===== src/rtl/baudgen_pkg.sv =====
package baudgen_pkg;

  // Output shape families selected by the divisor value
  typedef enum logic [1:0] {
    BG_DIV3   = 2'd0,  // divisor zero: fixed divide by three
    BG_INVERT = 2'd1,  // divisor one: inverted input clock
    BG_HALF   = 2'd2,  // divisor two: 50% square wave
    BG_COUNT  = 2'd3   // divisor three or more: low two, high rest
  } bg_mode_e;

endpackage


===== src/rtl/baudgen_latch.sv =====
module baudgen_latch #(
  parameter int DIV_W  = 16,
  parameter int BYTE_W = 8,
  localparam int LANES = DIV_W / BYTE_W,
  localparam int SEL_W = (LANES > 1) ? $clog2(LANES) : 1
) (
  input  logic              clk,
  input  logic              rst_n,
  input  logic              wr_en,
  input  logic [SEL_W-1:0]  wr_sel,
  input  logic [BYTE_W-1:0] wr_data,
  output logic [DIV_W-1:0]  div_q,
  output logic [DIV_W-1:0]  div_next,
  output logic              load
);

  assign load = wr_en && (int'(wr_sel) < LANES);

  for (genvar g = 0; g < LANES; g++) begin : g_lane
    logic hit;
    assign hit = wr_en && (int'(wr_sel) == g);

    always_comb begin
      div_next[g*BYTE_W +: BYTE_W] = hit ? wr_data : div_q[g*BYTE_W +: BYTE_W];
    end

    always_ff @(posedge clk or negedge rst_n) begin
      if (!rst_n) begin
        div_q[g*BYTE_W +: BYTE_W] <= '0;
      end else if (hit) begin
        div_q[g*BYTE_W +: BYTE_W] <= wr_data;
      end
    end
  end

endmodule


===== src/rtl/baudgen_count.sv =====
module baudgen_count #(
  parameter int DIV_W = 16
) (
  input  logic             clk,
  input  logic             rst_n,
  input  logic             load,
  input  logic [DIV_W-1:0] div_next,
  input  logic [DIV_W-1:0] div_q,
  output logic [DIV_W-1:0] cnt_q,
  output logic [DIV_W-1:0] last_idx,
  output logic             armed_q
);

  // Highest count value of one period: period length minus one
  function automatic logic [DIV_W-1:0] top_of(input logic [DIV_W-1:0] d);
    if (d == '0) begin
      return DIV_W'(2);
    end
    return d - DIV_W'(1);
  endfunction

  assign last_idx = top_of(div_q);

  always_ff @(posedge clk or negedge rst_n) begin
    if (!rst_n) begin
      cnt_q   <= '0;
      armed_q <= 1'b0;
    end else if (load) begin
      cnt_q   <= top_of(div_next);
      armed_q <= 1'b1;
    end else if (armed_q) begin
      if (cnt_q == '0) begin
        cnt_q <= last_idx;
      end else begin
        cnt_q <= cnt_q - DIV_W'(1);
      end
    end
  end

endmodule


===== src/rtl/baudgen_shape.sv =====
module baudgen_shape
  import baudgen_pkg::*;
#(
  parameter int DIV_W = 16
) (
  input  logic             clk,
  input  logic             armed,
  input  logic [DIV_W-1:0] div_q,
  input  logic [DIV_W-1:0] cnt_q,
  input  logic [DIV_W-1:0] last_idx,
  output bg_mode_e         mode,
  output logic             baud_o,
  output logic             tick_o
);

  logic first_cyc;
  logic second_cyc;
  logic low_phase;

  always_comb begin
    if (div_q == DIV_W'(0)) begin
      mode = BG_DIV3;
    end else if (div_q == DIV_W'(1)) begin
      mode = BG_INVERT;
    end else if (div_q == DIV_W'(2)) begin
      mode = BG_HALF;
    end else begin
      mode = BG_COUNT;
    end
  end

  assign first_cyc  = (cnt_q == last_idx);
  assign second_cyc = (mode == BG_COUNT || mode == BG_DIV3) &&
                      (cnt_q == last_idx - DIV_W'(1));
  assign low_phase  = first_cyc || second_cyc;

  assign tick_o = armed && first_cyc;

  always_comb begin
    if (!armed) begin
      baud_o = 1'b1;
    end else if (mode == BG_INVERT) begin
      baud_o = ~clk;
    end else begin
      baud_o = ~low_phase;
    end
  end

endmodule


===== src/rtl/baud_rate_gen.sv =====
module baud_rate_gen
  import baudgen_pkg::*;
(
  input  logic       clk,
  input  logic       rst_n,
  input  logic       wr_en,
  input  logic       wr_sel,
  input  logic [7:0] wr_data,
  output logic       baud_o,
  output logic       tick_o
);

  localparam int DIV_W  = 16;
  localparam int BYTE_W = 8;

  logic [DIV_W-1:0] div_q;
  logic [DIV_W-1:0] div_next;
  logic             load;
  logic [DIV_W-1:0] cnt_q;
  logic [DIV_W-1:0] last_idx;
  logic             armed_q;
  bg_mode_e         mode;

  baudgen_latch #(.DIV_W(DIV_W), .BYTE_W(BYTE_W)) latch_i (
    .clk      (clk),
    .rst_n    (rst_n),
    .wr_en    (wr_en),
    .wr_sel   (wr_sel),
    .wr_data  (wr_data),
    .div_q    (div_q),
    .div_next (div_next),
    .load     (load)
  );

  baudgen_count #(.DIV_W(DIV_W)) count_i (
    .clk      (clk),
    .rst_n    (rst_n),
    .load     (load),
    .div_next (div_next),
    .div_q    (div_q),
    .cnt_q    (cnt_q),
    .last_idx (last_idx),
    .armed_q  (armed_q)
  );

  baudgen_shape #(.DIV_W(DIV_W)) shape_i (
    .clk      (clk),
    .armed    (armed_q),
    .div_q    (div_q),
    .cnt_q    (cnt_q),
    .last_idx (last_idx),
    .mode     (mode),
    .baud_o   (baud_o),
    .tick_o   (tick_o)
  );

endmodule


===== config.mk =====
export PLATFORM = sky130hd
export DESIGN_NAME = baud_rate_gen
export DESIGN_NICKNAME = d
export VERILOG_FILES = /design/src/rtl/baudgen_pkg.sv /design/src/rtl/baudgen_latch.sv /design/src/rtl/baudgen_count.sv /design/src/rtl/baudgen_shape.sv /design/src/rtl/baud_rate_gen.sv
export SDC_FILE = /design/constraint.sdc
export NUM_CORES = 1
export LEC_CHECK = 0
export BUFFER_PORTS_ARGS = -buffer_cell sky130_fd_sc_hd__buf_2
export CAP_MARGIN = 20
export CORE_UTILIZATION = 23
export CTS_CLUSTER_DIAMETER = 80
export DETAILED_ROUTE_END_ITERATION = 10
export PLACE_DENSITY = 0.36
export SKIP_CTS_REPAIR_TIMING = 1
export SLEW_MARGIN = 15
export SYNTH_ARGS = -nofsm -noshare
export SYNTH_HDL_FRONTEND = slang
export SYNTH_SLANG_ARGS = --single-unit

===== constraint.sdc =====
create_clock -name clk -period 4.5 [get_ports clk]
set_clock_uncertainty 0.15 [all_clocks]
set_input_delay 0.45 -clock clk [delete_from_list [all_inputs] [get_ports clk]]
set_output_delay 0.45 -clock clk [all_outputs]
set_load 0.01 [all_outputs]

==> reports/results.txt, run 1 <==
P&R area growth vs syn = 18.6%
Nets = 518
FFs w/ async S/R, synth = 100%
final setup fails = 0
Hold Fails Final Rpt = 21
vias in the first global route = 3781
type of the most critical hold path = input pin to asynchronous set/reset pin
peak supply drop = 0.000170 V
vias per cell = 5.23
layout cells sized above 1 = 19.9%
fin. max-slew vios = 0
standard-cell rows = 46
first-pass GRT wire length = 21.9 mm
Worst Tran Pin Value = 0.808 ns
CP max FO = 7
Die Ht = 129 um
CP peak stage delay = 0.53 ns
Min Hold Slack = -0.0177 ns
DR DRC count = 0
Worst slew margin = 46.1%
Port Buffers = 13
Fillers = 1777
Die X = 129 um
synth unique cells = 82
Final ANT Viol Nets = 0
Synth Register Bits = 33
arrival time worst endpoint = 3.78 ns
Initial Util = 23.5%
DP Worst Slack = 0.456 ns
Commonest cells post-synth = nor2_1, dfrtp_1, a21oi_1, xnor2_1, inv_1
Via Count = 3727
drt total wl = 14.1 mm
routability cong. = 0.858
# diodes = 0
Achievable Freq = 0.228 GHz
Mean Syn Cell Area = 7.92 sq um
register area = 836 sq um
largest net degree at the start of global routing = 34
Synth Net Count = 494
DR WL/cell = 19.7 um
CTS tree = built
Synth top area share = 22.1%
r2r worst-path depth = 8
Die Footprint = 0.0168 sq mm
ranking of synthesized cells by area = dfrtp_1, xnor2_1, nor2_1, mux2i_1, a21oi_1
Syn Inst Count = 472
Final Power = 1710 uW
ys flop type = dfrtp_1
P_leak = 0.00170 uW
Critical Path, Cell by Cell = buf_12 -> nor4_4 -> buf_4 -> nand4_1 -> nor2_1 -> mux2_2 -> or4_4 -> o211a_1 -> nor3_2 -> a41oi_1 -> o41a_1 -> buf_2
IO Pins = 14
Critical Path RT = 3.90 ns
area occupied by multi-input gates = 0.00267 sq mm
MaxCap Viol Count = 0
Setup crit end kind = output port
WS Path Type = flip-flop to output port
Worst-Skew Late Latency = 0.39 ns
gr ovfl total = 0
iteration-0 DRC count of the detailed router = 315
post-DP HPWL = 10.9 mm
minimum clock period = 4.38 ns
top-count cell post-synth = nor2_1
Period Utilization, post-route = 97.3%
number of enable flip-flop cells after synthesis = 0
violated checks = negative hold slack
Startpoint Class = flip-flop
CORE AREA = 0.0159 sq mm
synthesized area = 0.00374 sq mm
Ys Warns = 0
Pre-Repair DR Iteration Count = 4
Synth area leader = dfrtp_1
PwrDens = 387 mW/mm^2
Final Util = 27.9%
outcome = finished with violations
sequential element share of the synthesized area = 22.1%
Total GRT Usage = 17.7%
post-route setup slack = 0.122 ns
critical path's slowest cell = or4_4
clock slew at reported path FFs = 0.05 ns
initial antenna violation count = 0
==> registers in the layout, indices dropped and copies added, names as in the netlist <==
register,flops
count_i.cnt_q,16
count_i.armed_q,1
latch_i.div_q,16
==> placed cells by master, fill, tap and decap left out, types with 3 or more instances in the layout <==
| master | n |
|---|---|
| nor2_1 | 48 |
| nand3_1 | 11 |
| o31a_1 | 4 |
| o32ai_1 | 4 |
| a31oi_1 | 5 |
| nand2_1 | 23 |
| nand4_1 | 6 |
| mux2i_1 | 16 |
| nor4_1 | 12 |
| xor2_1 | 5 |
| a21boi_0 | 3 |
| mux2_2 | 4 |
| nor3_1 | 15 |
| a311oi_1 | 3 |
| xnor2_1 | 28 |
| dfrtp_1 | 25 |
| o21ai_1 | 6 |
| buf_4 | 30 |
| buf_2 | 13 |
| ha_1 | 10 |
| clkbuf_16 | 9 |
| a32oi_1 | 3 |
| dfrtp_2 | 8 |
| o31ai_1 | 6 |
| or2_2 | 4 |
| nand2b_1 | 6 |
| o2111ai_1 | 3 |
| nor3_2 | 3 |
| o21ai_0 | 23 |
| o21a_1 | 3 |
| nor2b_1 | 5 |
| a21oi_1 | 30 |
| inv_1 | 25 |
| o22ai_1 | 15 |
| or3_1 | 8 |
| a22oi_1 | 6 |
==> stage by stage <==
stage               cells  setup TNS (ns)  instance area, sq um  hold WS, ns
floorplan             472               0                  3740      0.00441
global placement      688               0                  4010        0.429
detailed placement    688               0                  4010        0.422
CTS                   700          -0.569                  4260      0.00952
global route          713         -0.0115                  4430       0.0600
finish                713               0                  4430      -0.0177
==> cells by family after synthesis <==
| group | count (synthesis) | share of synthesized area [%] |
|---|---|---|
| AO/OA/AOI/OAI | 140 | 25.1 |
| XOR/XNOR | 34 | 8.37 |
| adder cells (fa/ha/maj) | 10 | 3.35 |
| flip-flops | 33 | 22.1 |
| AND/OR/NAND/NOR | 174 | 26.5 |
| multiplexers | 22 | 6.46 |
| buffers and inverters | 59 | 8.20 |
==> critical path, delay by kind of cell, from the launching register on <==
| family | cells | cell delay (ns) |
|---|---|---|
| buffers and inverters | 3 | 0.48 |
| AND/OR/NAND/NOR | 5 | 1.28 |
| multiplexers | 1 | 0.41 |
| AO/OA/AOI/OAI | 3 | 0.77 |
| flip-flops | 1 | 0.44 |
==> routing by layer <==
layer / wire length, um / vias to the layer above / GRT usage (%)
li1: - / 1807 / -
met1: 6640 / 1795 / 23.3
met2: 6510 / 94 / 29.0
met3: 569 / 31 / 2.81
met4: 357 / 0 / 6.91
met5: 0 / - / 0
==> path summary, 6_finish.rpt <==
check	start	to	slack, ns
setup / recovery	latch_i.div_q[5]$_DFF_PN0_	baud_o	0.12
hold / removal	rst_n	count_i.armed_q$_DFFE_PN0P_	-0.02
setup reg to reg	count_i.cnt_q[7]$_DFFE_PN0P_	count_i.cnt_q[3]$_DFFE_PN0P_	0.97
hold reg to reg	latch_i.div_q[5]$_DFF_PN0_	latch_i.div_q[5]$_DFF_PN0_	0.50
max in group asynchronous	rst_n	latch_i.div_q[3]$_DFF_PN0_	3.67
min in group clk	wr_data[1]	latch_i.div_q[9]$_DFF_PN0_	0.23
==> area by class of cell <==
cell class,count,share of cell area (%)
well taps,216,6.10
clock buffers,13,5.67
repair buffers,43,6.89
flip-flops and latches,33,18.9
inverters,27,2.29
multi-input cells,381,60.2
==> where the power goes <==
part	switching (uW)	internal [uW]
combinational	410	295
sequential	118	349
clock	163	379
(Power assumes the default switching activity.)
==> run 2, diff against run 1 <==
Settings changed: BUFFER_PORTS_ARGS -buffer_cell sky130_fd_sc_hd__buf_2 to unset, DONT_BUFFER_PORTS set to 1, PLACE_DENSITY 0.36 to 0.35.
==> run 2 against run 1 <==
  * The run still ends with negative hold slack left
  * Maximum frequency is 0.99% higher
  * Setup slack better by 0.043 ns
  * Critical path type unchanged
  * Wire length is 1.9% lower
  * Combinational power is 9.4% lower
==> reports/results.txt, run 2 (same netlist as run 1, synthesis figures left out) <==
post-route setup slack = 0.165 ns (+0.0429 ns)
Final ANT Viol Nets = 0 (unchanged)
met3 Usage GRT = 3.51% (+0.70 points)
biggest regs = count_i.cnt_q: 16 flops, latch_i.div_q: 16 flops, count_i.armed_q: 1 flops
peak supply drop = 0.000237 V (+39%)
internal reg-to-reg setup slack = 1.10 ns (+0.13 ns)
routability cong. = 0.845 (-1.5%)
Die Footprint = 0.0168 sq mm (unchanged)
post-DP HPWL = 10.8 mm (-0.89%)
minimum clock period = 4.33 ns (-0.0429 ns)
reg2reg start = count_i.cnt_q[6]$_DFFE_PN0P_
most common cell after layout, fill and taps aside = nor2_1
Nets = 497 (-4.1%)
outcome = finished with violations
violated checks = negative hold slack
Critical Path RT = 3.90 ns (about the same)
hold path start = wr_en
CORE AREA = 0.0159 sq mm (unchanged)
critical path's slowest cell = or4_4
initial antenna violation count = 0 (unchanged)
setup TNS = 0 ns (unchanged)
final setup fails = 0 (unchanged)
clock slew at reported path FFs = 0.05 ns (about the same)
Period Utilization, post-route = 96.3% (-0.95 points)
first-pass GRT wire length = 21.5 mm (-1.8%)
GRT met2 Usage = 28.2% (-0.82 points)
CP peak stage delay = 0.53 ns (about the same)
Die X = 129 um (unchanged)
P_leak = 0.00162 uW (-4.7%)
placed cell count = 672 (-2.3%)
standard-cell rows = 46 (unchanged)
CP Depth = 9 (-3)
Total GRT Usage = 17.4% (-0.29 points)
register area = 832 sq um (-0.45%)
drt total wl = 13.8 mm (-1.9%)
vias in the first global route = 3675 (-2.8%)
Critical Path, Cell by Cell = nor4_4 -> nand4_1 -> nor2_1 -> mux2_2 -> or4_4 -> o211a_1 -> nor3_2 -> a41oi_1 -> o41a_1
WS Path Type = flip-flop to output port
Worst-Skew Late Latency = 0.39 ns (about the same)
DR WL/cell = 19.9 um (+0.95%)
Initial Util = 23.5% (unchanged)
CP max FO = 9 (+2)
fin. max-slew vios = 0 (unchanged)
layout cells sized above 1 = 15.5% (-4.4 points)
DP Worst Slack = 0.505 ns (+0.0485 ns)
Min Hold Slack = -0.00404 ns (+0.0136 ns)
commonest non-fill, non-tap cells in the layout = nor2_1, a21oi_1, xnor2_1, dfrtp_1, inv_1
type of the most critical hold path = input pin to flip-flop
Fillers = 1797 (+1.1%)
largest net degree at the start of global routing = 34 (unchanged)
Via Count = 3596 (-3.5%)
MaxCap Viol Count = 0 (unchanged)
DR DRC count = 0 (unchanged)
Achievable Freq = 0.231 GHz (+0.99%)
Worst Tran Pin Value = 0.935 ns (+0.127 ns)
Startpoint Class = flip-flop
GRT met1 Usage = 23.4% (+0.068 points)
Die Ht = 129 um (unchanged)
delay-heaviest family, CP = simple AND/OR/NAND/NOR gates
Port Buffers = 0 (-13)
IO Pins = 14 (unchanged)
Pre-Repair DR Iteration Count = 5 (+1)
# diodes = 0 (unchanged)
r2r worst-path depth = 9 (+1)
iteration-0 DRC count of the detailed router = 232 (-26%)
P&R area growth vs syn = 15.5%
area occupied by multi-input gates = 0.00265 sq mm (-0.66%)
Non-Filler Instances = 693 (-2.8%)
arrival time worst endpoint = 3.73 ns (-0.05 ns)
vias per cell = 5.19 (-0.73%)
worst path bufs/invs = 0 (-3)
gr ovfl total = 0 (unchanged)
Hold Fails Final Rpt = 1 (-95%)
Worst slew margin = 37.1% (-9.0 points)
Setup crit end kind = output port
Setup crit end = baud_o
busiest layer in global routing = met2
Reg-to-Reg End = count_i.cnt_q[1]$_DFFE_PN0P_
PwrDens = 390 mW/mm^2 (+0.75%)
Setup crit start = latch_i.div_q[4]$_DFF_PN0_
CTS tree = built
-- run 2: cell types whose count changed in the layout (fill, tap and decap cells not counted), moves of 2 or more --
cell,change
dfrtp_2,-3
ha_1,-2
buf_2,-13
dfrtp_1,+3
buf_4,-9
dlygate4sd3_1,+2
-- run 2: report_power, final --
group          switching [uW]  leakage, uW  internal [uW]
registers                 138     0.000387            347
clock network             161     0.000140            396
logic                     371      0.00109            268
total                     670      0.00162           1010
-- run 2: how the worst min path moves through the flow --
stage	to	slack (ns)	depth (start not counted)
2_1_floorplan	count_i.armed_q$_DFFE_PN0P_	0.004	0
3_3_place_gp	count_i.cnt_q[13]$_DFFE_PN0P_	0.006	0
3_5_place_dp	count_i.cnt_q[12]$_DFFE_PN0P_	0.006	0
4_1_cts	latch_i.div_q[10]$_DFF_PN0_	-0.41	0
5_1_grt	count_i.cnt_q[0]$_DFFE_PN0P_	0.002	1
6_report	count_i.cnt_q[0]$_DFFE_PN0P_	-0.004	1
-- run 2: layer usage --
metal  share of wire, %  up-vias  wire [um]
met5                  0        -          0
met4               0.95        0        131
met3                4.4       15        606
met2                 48       80       6580
met1                 47     1744       6490
li1                   -     1757          -
-- run 2: final cells by class --
cell class | count | area share [%]
inverter | 27 | 2.43
clock inverter | 1 | 0.116
multi-input combinational | 380 | 61.4
timing repair buffer | 24 | 4.58
clock buffer | 12 | 5.94
sequential | 33 | 19.3
tap | 216 | 6.26
-- run 2: through the flow --
step | utilization [%] | area (sq um) | power [uW]
3_5_place_dp | 24.7 | 3920 | 1090
3_3_place_gp | 24.7 | 3920 | 1100
4_1_cts | 26.3 | 4180 | 1650
2_1_floorplan | - | 3740 | 919
6_report | 27.2 | 4320 | 1680
5_1_grt | 27.2 | 4320 | 1790
